File: config.mk
export PLATFORM = sky130hd
export DESIGN_NAME = pwm_cycle_ctrl
export DESIGN_NICKNAME = d
export VERILOG_FILES = /design/src/rtl/pwm_cyc_pkg.sv /design/src/rtl/pwm_gate_seq.sv /design/src/rtl/pwm_saw_lim.sv /design/src/rtl/pwm_softstart.sv /design/src/rtl/pwm_cycle_ctrl.sv
export SDC_FILE = /design/constraint.sdc
export NUM_CORES = 1
export LEC_CHECK = 0
export BUFFER_PORTS_ARGS = -buffer_cell sky130_fd_sc_hd__buf_2
export CORE_MARGIN = 10
export CORE_UTILIZATION = 45
export DETAILED_ROUTE_END_ITERATION = 8
export MAX_ROUTING_LAYER = met4
export PLACE_DENSITY = 0.63
export SYNTH_ARGS = -nofsm -noshare
export SYNTH_HDL_FRONTEND = slang
export SYNTH_SLANG_ARGS = --single-unit
export TNS_END_PERCENT = 1
File: constraint.sdc
create_clock -name clk -period 5.5 [get_ports clk]
set_input_delay 0.275 -clock clk [delete_from_list [all_inputs] [get_ports clk]]
set_output_delay 0.275 -clock clk [all_outputs]
set_load 0.01 [all_outputs]
File: src/rtl/pwm_cyc_pkg.sv
package pwm_cyc_pkg;

    // Percent denominator for duty fractions
    localparam int unsigned PCT_DEN = 100;

    // Reason the running pulse ends at this edge
    typedef enum logic [1:0] {
        END_NONE,
        END_TRIP,
        END_DMAX,
        END_OFF
    } gate_end_e;

endpackage

File: src/rtl/pwm_gate_seq.sv
module pwm_gate_seq
    import pwm_cyc_pkg::*;
#(
    parameter int CNT_W     = 16,
    parameter int BLANK_CYC = 90,
    parameter int DMAX_PCT  = 70,
    parameter int KNEE_PCT  = 51
) (
    input  logic             clk,
    input  logic             rst_n,
    input  logic             cyc_start,
    input  logic [CNT_W-1:0] period,
    input  logic             ilim_trip,
    input  logic             fb_trip,
    input  logic             dis,
    output logic             gate,
    output logic             launch,
    output logic             hold,
    output logic [CNT_W-1:0] knee
);

    localparam int PROD_W = CNT_W + 8;
    localparam logic [CNT_W-1:0] BLANK_LIM = CNT_W'(BLANK_CYC);

    typedef struct packed {
        logic             on;
        logic [CNT_W-1:0] ton;
        logic [CNT_W-1:0] tmax;
        logic [CNT_W-1:0] knee;
    } gate_st_t;

    gate_st_t         st_d, st_q;
    logic [PROD_W-1:0] dmax_prod, knee_prod;
    logic [CNT_W-1:0]  tmax_new, knee_new;
    logic              blanked, trip_any, at_max, launch_w;
    gate_end_e         end_why;

    always_comb begin
        dmax_prod = PROD_W'(period) * PROD_W'(DMAX_PCT);
        knee_prod = PROD_W'(period) * PROD_W'(KNEE_PCT);
        tmax_new  = CNT_W'(dmax_prod / PROD_W'(PCT_DEN));
        knee_new  = CNT_W'(knee_prod / PROD_W'(PCT_DEN));

        launch_w  = cyc_start && !dis && (tmax_new != '0);
        blanked   = st_q.ton < BLANK_LIM;
        trip_any  = ilim_trip || fb_trip;
        at_max    = ({1'b0, st_q.ton} + (CNT_W+1)'(1)) >= {1'b0, st_q.tmax};

        if (dis)                      end_why = END_OFF;
        else if (trip_any && !blanked) end_why = END_TRIP;
        else if (at_max)              end_why = END_DMAX;
        else                          end_why = END_NONE;

        st_d = st_q;
        if (dis) begin
            st_d.on = 1'b0;
        end else if (launch_w) begin
            st_d.on   = 1'b1;
            st_d.ton  = '0;
            st_d.tmax = tmax_new;
            st_d.knee = knee_new;
        end else if (st_q.on) begin
            if (end_why != END_NONE) begin
                st_d.on = 1'b0;
            end else begin
                st_d.ton = st_q.ton + CNT_W'(1);
            end
        end
    end

    always_ff @(posedge clk or negedge rst_n) begin
        if (!rst_n) st_q <= '0;
        else        st_q <= st_d;
    end

    assign gate   = st_q.on;
    assign launch = launch_w;
    assign hold   = st_q.on && st_d.on && !launch_w;
    assign knee   = st_q.knee;

    AST_GATE_LAUNCH: assert property (@(posedge clk) disable iff (!rst_n)
        launch_w |=> (gate && st_q.ton == '0));
    AST_BLANK_HOLD: assert property (@(posedge clk) disable iff (!rst_n)
        (gate && st_q.ton < BLANK_LIM && !dis && !at_max) |=> gate);
    AST_TRIP_OFF: assert property (@(posedge clk) disable iff (!rst_n)
        (gate && !blanked && (ilim_trip || fb_trip) && !launch_w) |=> !gate);
    AST_STAY_OFF: assert property (@(posedge clk) disable iff (!rst_n)
        (!gate && !launch_w) |=> !gate);
    AST_DUTY_CAP: assert property (@(posedge clk) disable iff (!rst_n)
        gate |-> (st_q.ton < st_q.tmax));
    AST_DIS_OFF: assert property (@(posedge clk) disable iff (!rst_n)
        dis |=> !gate);

endmodule

File: src/rtl/pwm_saw_lim.sv
module pwm_saw_lim #(
    parameter int CNT_W  = 16,
    parameter int CODE_W = 8,
    parameter int LIM_LO = 125,
    parameter int LIM_HI = 159
) (
    input  logic              clk,
    input  logic              rst_n,
    input  logic              launch,
    input  logic              hold,
    input  logic [CNT_W-1:0]  knee,
    output logic [CODE_W-1:0] saw
);

    localparam int ACC_W = CNT_W + 1;
    localparam int SPAN  = LIM_HI - LIM_LO;
    localparam logic [CODE_W-1:0] CODE_LO = CODE_W'(LIM_LO);
    localparam logic [CODE_W-1:0] CODE_HI = CODE_W'(LIM_HI);

    typedef struct packed {
        logic [ACC_W-1:0]  acc;
        logic [CODE_W-1:0] code;
    } saw_st_t;

    saw_st_t          st_d, st_q;
    logic [ACC_W-1:0] sum, knee_e;

    always_comb begin
        knee_e = (knee == '0) ? ACC_W'(1) : {1'b0, knee};
        sum    = st_q.acc + ACC_W'(SPAN);
        st_d   = st_q;
        if (launch) begin
            st_d.acc  = '0;
            st_d.code = CODE_LO;
        end else if (hold) begin
            if (sum >= knee_e) begin
                st_d.acc  = sum - knee_e;
                st_d.code = (st_q.code >= CODE_HI) ? CODE_HI : st_q.code + CODE_W'(1);
            end else begin
                st_d.acc  = sum;
            end
        end else begin
            st_d.acc  = '0;
            st_d.code = CODE_LO;
        end
    end

    always_ff @(posedge clk or negedge rst_n) begin
        if (!rst_n) begin
            st_q.acc  <= '0;
            st_q.code <= CODE_LO;
        end else begin
            st_q <= st_d;
        end
    end

    assign saw = st_q.code;

    AST_SAW_RANGE: assert property (@(posedge clk) disable iff (!rst_n)
        (saw >= CODE_LO && saw <= CODE_HI));
    AST_SAW_IDLE: assert property (@(posedge clk) disable iff (!rst_n)
        (!launch && !hold) |=> (saw == CODE_LO));
    AST_SAW_STEP: assert property (@(posedge clk) disable iff (!rst_n)
        hold |=> (saw == $past(saw) || saw == $past(saw) + CODE_W'(1)));

endmodule

File: src/rtl/pwm_softstart.sv
module pwm_softstart #(
    parameter int CODE_W  = 8,
    parameter int LIM_HI  = 159,
    parameter int SS_STEP = 15723
) (
    input  logic              clk,
    input  logic              rst_n,
    input  logic              dis,
    output logic [CODE_W-1:0] ss
);

    localparam int DIV_W = $clog2(SS_STEP + 1);
    localparam logic [DIV_W-1:0]  DIV_END = DIV_W'(SS_STEP - 1);
    localparam logic [CODE_W-1:0] CAP     = CODE_W'(LIM_HI);

    typedef struct packed {
        logic [CODE_W-1:0] lvl;
        logic [DIV_W-1:0]  div;
    } ss_st_t;

    ss_st_t st_d, st_q;

    always_comb begin
        st_d = st_q;
        if (dis) begin
            st_d = '0;
        end else if (st_q.lvl != CAP) begin
            if (st_q.div == DIV_END) begin
                st_d.div = '0;
                st_d.lvl = st_q.lvl + CODE_W'(1);
            end else begin
                st_d.div = st_q.div + DIV_W'(1);
            end
        end
    end

    always_ff @(posedge clk or negedge rst_n) begin
        if (!rst_n) st_q <= '0;
        else        st_q <= st_d;
    end

    assign ss = st_q.lvl;

    AST_SS_CAP: assert property (@(posedge clk) disable iff (!rst_n)
        ss <= CAP);
    AST_SS_RISE: assert property (@(posedge clk) disable iff (!rst_n)
        !dis |=> (ss >= $past(ss)));
    AST_SS_CLR: assert property (@(posedge clk) disable iff (!rst_n)
        dis |=> (ss == '0));

endmodule

File: src/rtl/pwm_cycle_ctrl.sv
module pwm_cycle_ctrl #(
    parameter int CNT_W     = 16,
    parameter int CODE_W    = 8,
    parameter int BLANK_CYC = 90,
    parameter int DMAX_PCT  = 70,
    parameter int KNEE_PCT  = 51,
    parameter int LIM_LO    = 125,
    parameter int LIM_HI    = 159,
    parameter int SS_STEP   = 15723
) (
    input  logic              clk,
    input  logic              rst_n,
    input  logic              cyc_start,
    input  logic [CNT_W-1:0]  period,
    input  logic              ilim_trip,
    input  logic              fb_trip,
    input  logic              dis,
    output logic              gate,
    output logic [CODE_W-1:0] ilim_code
);

    logic              launch, hold;
    logic [CNT_W-1:0]  knee;
    logic [CODE_W-1:0] saw, ss;

    pwm_gate_seq #(
        .CNT_W    (CNT_W),
        .BLANK_CYC(BLANK_CYC),
        .DMAX_PCT (DMAX_PCT),
        .KNEE_PCT (KNEE_PCT)
    ) u_gate (
        .clk      (clk),
        .rst_n    (rst_n),
        .cyc_start(cyc_start),
        .period   (period),
        .ilim_trip(ilim_trip),
        .fb_trip  (fb_trip),
        .dis      (dis),
        .gate     (gate),
        .launch   (launch),
        .hold     (hold),
        .knee     (knee)
    );

    pwm_saw_lim #(
        .CNT_W (CNT_W),
        .CODE_W(CODE_W),
        .LIM_LO(LIM_LO),
        .LIM_HI(LIM_HI)
    ) u_saw (
        .clk   (clk),
        .rst_n (rst_n),
        .launch(launch),
        .hold  (hold),
        .knee  (knee),
        .saw   (saw)
    );

    pwm_softstart #(
        .CODE_W (CODE_W),
        .LIM_HI (LIM_HI),
        .SS_STEP(SS_STEP)
    ) u_ss (
        .clk  (clk),
        .rst_n(rst_n),
        .dis  (dis),
        .ss   (ss)
    );

    // Effective limit: the lower of the in-cycle ramp and the start-up cap
    assign ilim_code = (saw < ss) ? saw : ss;

    AST_CODE_UNDER_SS: assert property (@(posedge clk) disable iff (!rst_n)
        (ilim_code <= ss && ilim_code <= saw));

endmodule

==> metrics.md <==
| Metric | Value |
|---|---|
| Outcome | `finished, violations left` |
| Failing checks | `negative setup slack` |
| Grt ovf | `0` |
| Longest Clk Path Bufs | `2` |
| FMAX | `~80 MHz` |
| Number of flops mapped to enable cells by yosys | `0` |
| Nature of the critical path endpoint | `register` |
| DRT iter0 DRCs | `about 1,500` |
| Post-synth top area share | `13.38%` |
| RSZ-0062 raised after global routing | `true` |
| Chip height | `between 200 and 250 um` |
| Syn Area/Cell | `about 7.6 um^2` |
| Crit path DAT | `approximately 13 ns` |
| Vias/cell | `5.788` |
| CTS Buf Count | `9` |
| CP top delay family | `compound AO/OA/AOI/OAI gates` |
| Yosys warnings | `0` |
| Top_reg_cell synth | `dfrtp_1` |
| Most common cell in the netlist | `nand2_1` |
| Fin worst setup slack | `-6.964 ns` |
| Main combinational cell family by area after synthesis | `compound AO/OA/AOI/OAI gates` |
| Crit share post-route | `226.6%` |
| Drt wl/cell | `~16 um` |
| Dpl cells | `between 3,000 and 4,000` |
| Yosys top cell by area | `dfrtp_1` |
| Adder-cell share of the synthesized area | `13.83%` |
| Boundary Pins | `31` |
| FF-to-FF setup slack | `~0.8 ns` |
| # rows | `70` |
| Reg2reg start | `u_gate.st_q[32]$_DFFE_PN0P_` |
| IO Port Bufs | `30` |
| Final Net Count | `slightly above 3,000` |
| Clk root buf | `clkbuf_16` |
| Post-DP HPWL | `43.32 mm` |
| Clock H-tree levels | `3` |
| Sequential area share after synthesis | `between 10% and 20%` |
| Sink Count | `96` |
| Final TNS setup | `-508.90 ns` |
| Hold Crit Class | `in2reg` |
| Worst R2R Path Depth | `28` |
| Syn_nets | `2,394` |
| Complex-gate fraction of the synthesized area | `31.28%` |
| Worst Clk Skew | `0.005873 ns` |
| Yosys reg bits | `96` |
| Initial Util | `a little under half` |
| Final Hold Vio Count | `0` |
| All-Layer GR Usage | `around a quarter` |
| Pre-Repair DR Iteration Count | `6` |
| Hold endpoint | `u_ss.ss[5]$_DFFE_PN0P_` |
| Crit start category | `input pin` |
| Async set-reset flop share out of synthesis | `100.0%` |
| Yosys cell types | `108` |
| Synthesized area | `roughly 17,000 um^2` |
| Synth Area in Simple Gates | `between 20% and 30%` |
| Slowest stage delay, CP | `0.56 ns` |
| Final setup violation count | `74` |
| Post-route insts no fill | `between 3,000 and 4,000` |
| Post-synth top cells | `177 x nand2_1, 168 x nor2_1, 159 x inv_1` |
| Max_slew headroom | `a little over two fifths` |
| Final Max Tran Viols | `0` |
| Buf+Inv Stages, Crit Path | `14` |
| Hold Path Origin | `dis` |
| Critical Path RT | `~5.7 ns` |
| Number of global-route vias before repair | `roughly 19,000` |
| Post-synthesis mux area share | `around 4.5%` |
| M2 GR Usage | `39.76%` |
| First-pass GRT wire length | `around 88 mm` |
| Layout Utilization | `around two thirds` |
| Die area | `about 46,000 um^2` |
| Met3 GRT Util | `roughly 1.7%` |
| Core area | `between 30,000 and 40,000 um^2` |
| Clk_lat worst skew | `0.36 ns` |
| Worst slew pin tran | `approximately 0.86 ns` |
| Share of post-route cells with drive strength above 1 | `between 30% and 40%` |
| Top cells by area, synth | `dfrtp_1 13%, ha_1 9.1%, xnor2_1 5.3%` |
| Synthesis-to-layout area growth | `45.81%` |
| Largest net degree at the start of global routing | `63` |
| Via count | `slightly below 20,000` |
| Die Width | `213.4 um` |
| CP Class | `in2reg` |
| End of the worst register-to-register path | `u_gate.st_q[38]$_DFFE_PN0P_` |
| Slowest cell on crit path | `fa_1` |
| CTS tree | `built` |
| ANT nets after route | `0` |
| GR Layer Usage met1 | `between 30% and 40%` |
| Synth Area in XOR/XNOR | `under 10%` |
| Setup Slack @ Placement | `-7.700 ns` |
| Initial antenna violation count | `1` |
| Drc violations | `0` |
| CP dominant cell by count | `buf_4` |
| Critical Path Fanout Max | `7` |
| Cell count after synthesis | `~2,200` |
| Register clock-pin slew on the reported worst setup and hold paths | `roughly 0.07 ns` |
| Routed wire length | `about 55 mm` |
| Final GP Congestion | `roughly 0.98` |
| Min Tclk post-route | `12.46 ns` |
| MaxCap Viol Count | `0` |
| Gr busiest metal | `met2` |
| Hold path depth | `2` |
final cells by class:
cell class | instances | area, um^2
Multi-Input combinational cell | 1875 | 14860
Fill cell | 3041 | 12240
Timing Repair Buffer | 751 | 5764
Sequential cell | 96 | 2410
Inverter | 160 | 603.1
Tap cell | 468 | 585.6
Clock buffer | 11 | 242.7
Clock inverter | 5 | 80.08
Antenna cell | 1 | 2.502
registers in the layout (all words and copies together), names as in the netlist:
| signal | count |
|---|---|
| u_gate.knee | 16 |
| u_gate.gate | 1 |
| u_ss.ss | 8 |
| u_ss.st_q | 14 |
| u_gate.st_q | 32 |
| u_saw.saw | 8 |
| u_saw.st_q | 17 |
repair_timing:
item | 4_1_cts | 5_1_grt
hold endpoints to repair | 34 | 0
hold buffers | 1 | 0
gates cloned | 2 | 2
resized for setup | 77 | 182
setup endpoints to repair | 74 | 74
buffers inserted | 10 | 37
pin swaps | 26 | 89
metrics by stage:
step	instance area [um^2]	hold WS, ns
2_1_floorplan	17120	-0.02059
3_3_place_gp	22500	0.2561
3_5_place_dp	22500	0.2625
4_1_cts	23340	0.2628
5_1_grt	24540	0.2631
6_report	24540	0.2628
worst max path at each step:
stage,slack [ns],cells after the start,from,to
after floorplan,-7.02,56,period[14],u_gate.knee[12]$_DFFE_PN0P_
after global placement,-7.48,51,period[8],u_gate.st_q[20]$_DFFE_PN0P_
after detailed placement,-7.70,52,period[9],u_gate.st_q[22]$_DFFE_PN0P_
after CTS,-7.06,53,period[9],u_gate.st_q[21]$_DFFE_PN0P_
after global routing,-7.50,58,period[9],u_gate.knee[9]$_DFFE_PN0P_
final,-6.96,57,period[6],u_gate.knee[9]$_DFFE_PN0P_
layer usage:
metal / share of wire, % / routed length, um
met1: 46 / 25480
met2: 49 / 27000
met3: 3.1 / 1718
met4: 1.8 / 991
met5: 0 / 0
placed cells by master, fill, tap and decap left out, types with 20 or more instances in the layout:
cell	count
nand2b_1	26
o211ai_1	49
nor4_1	20
dfrtp_1	90
a21o_1	43
a211oi_1	30
or3_1	25
buf_2	22
o21ai_0	104
nor2_1	162
nand3_1	67
o21ai_1	31
and3_1	22
nand2_1	174
ha_1	100
a31oi_1	24
ha_4	21
nand4_1	30
xor2_1	59
a21oi_1	118
xnor2_1	95
buf_4	701
nor3_1	66
nor3_2	22
o21a_1	38
inv_1	153
fa_1	37
mux2i_1	33
cell families after synthesis:
kind of cell	after synthesis
adder cells (fa/ha/maj)	165
XOR/XNOR	163
AO/OA/AOI/OAI	746
flip-flops	96
multiplexers	70
AND/OR/NAND/NOR	731
buffers and inverters	242
Power is not shown: default switching activity piles up to over one toggle a cycle in this logic, so the estimate is an artifact.
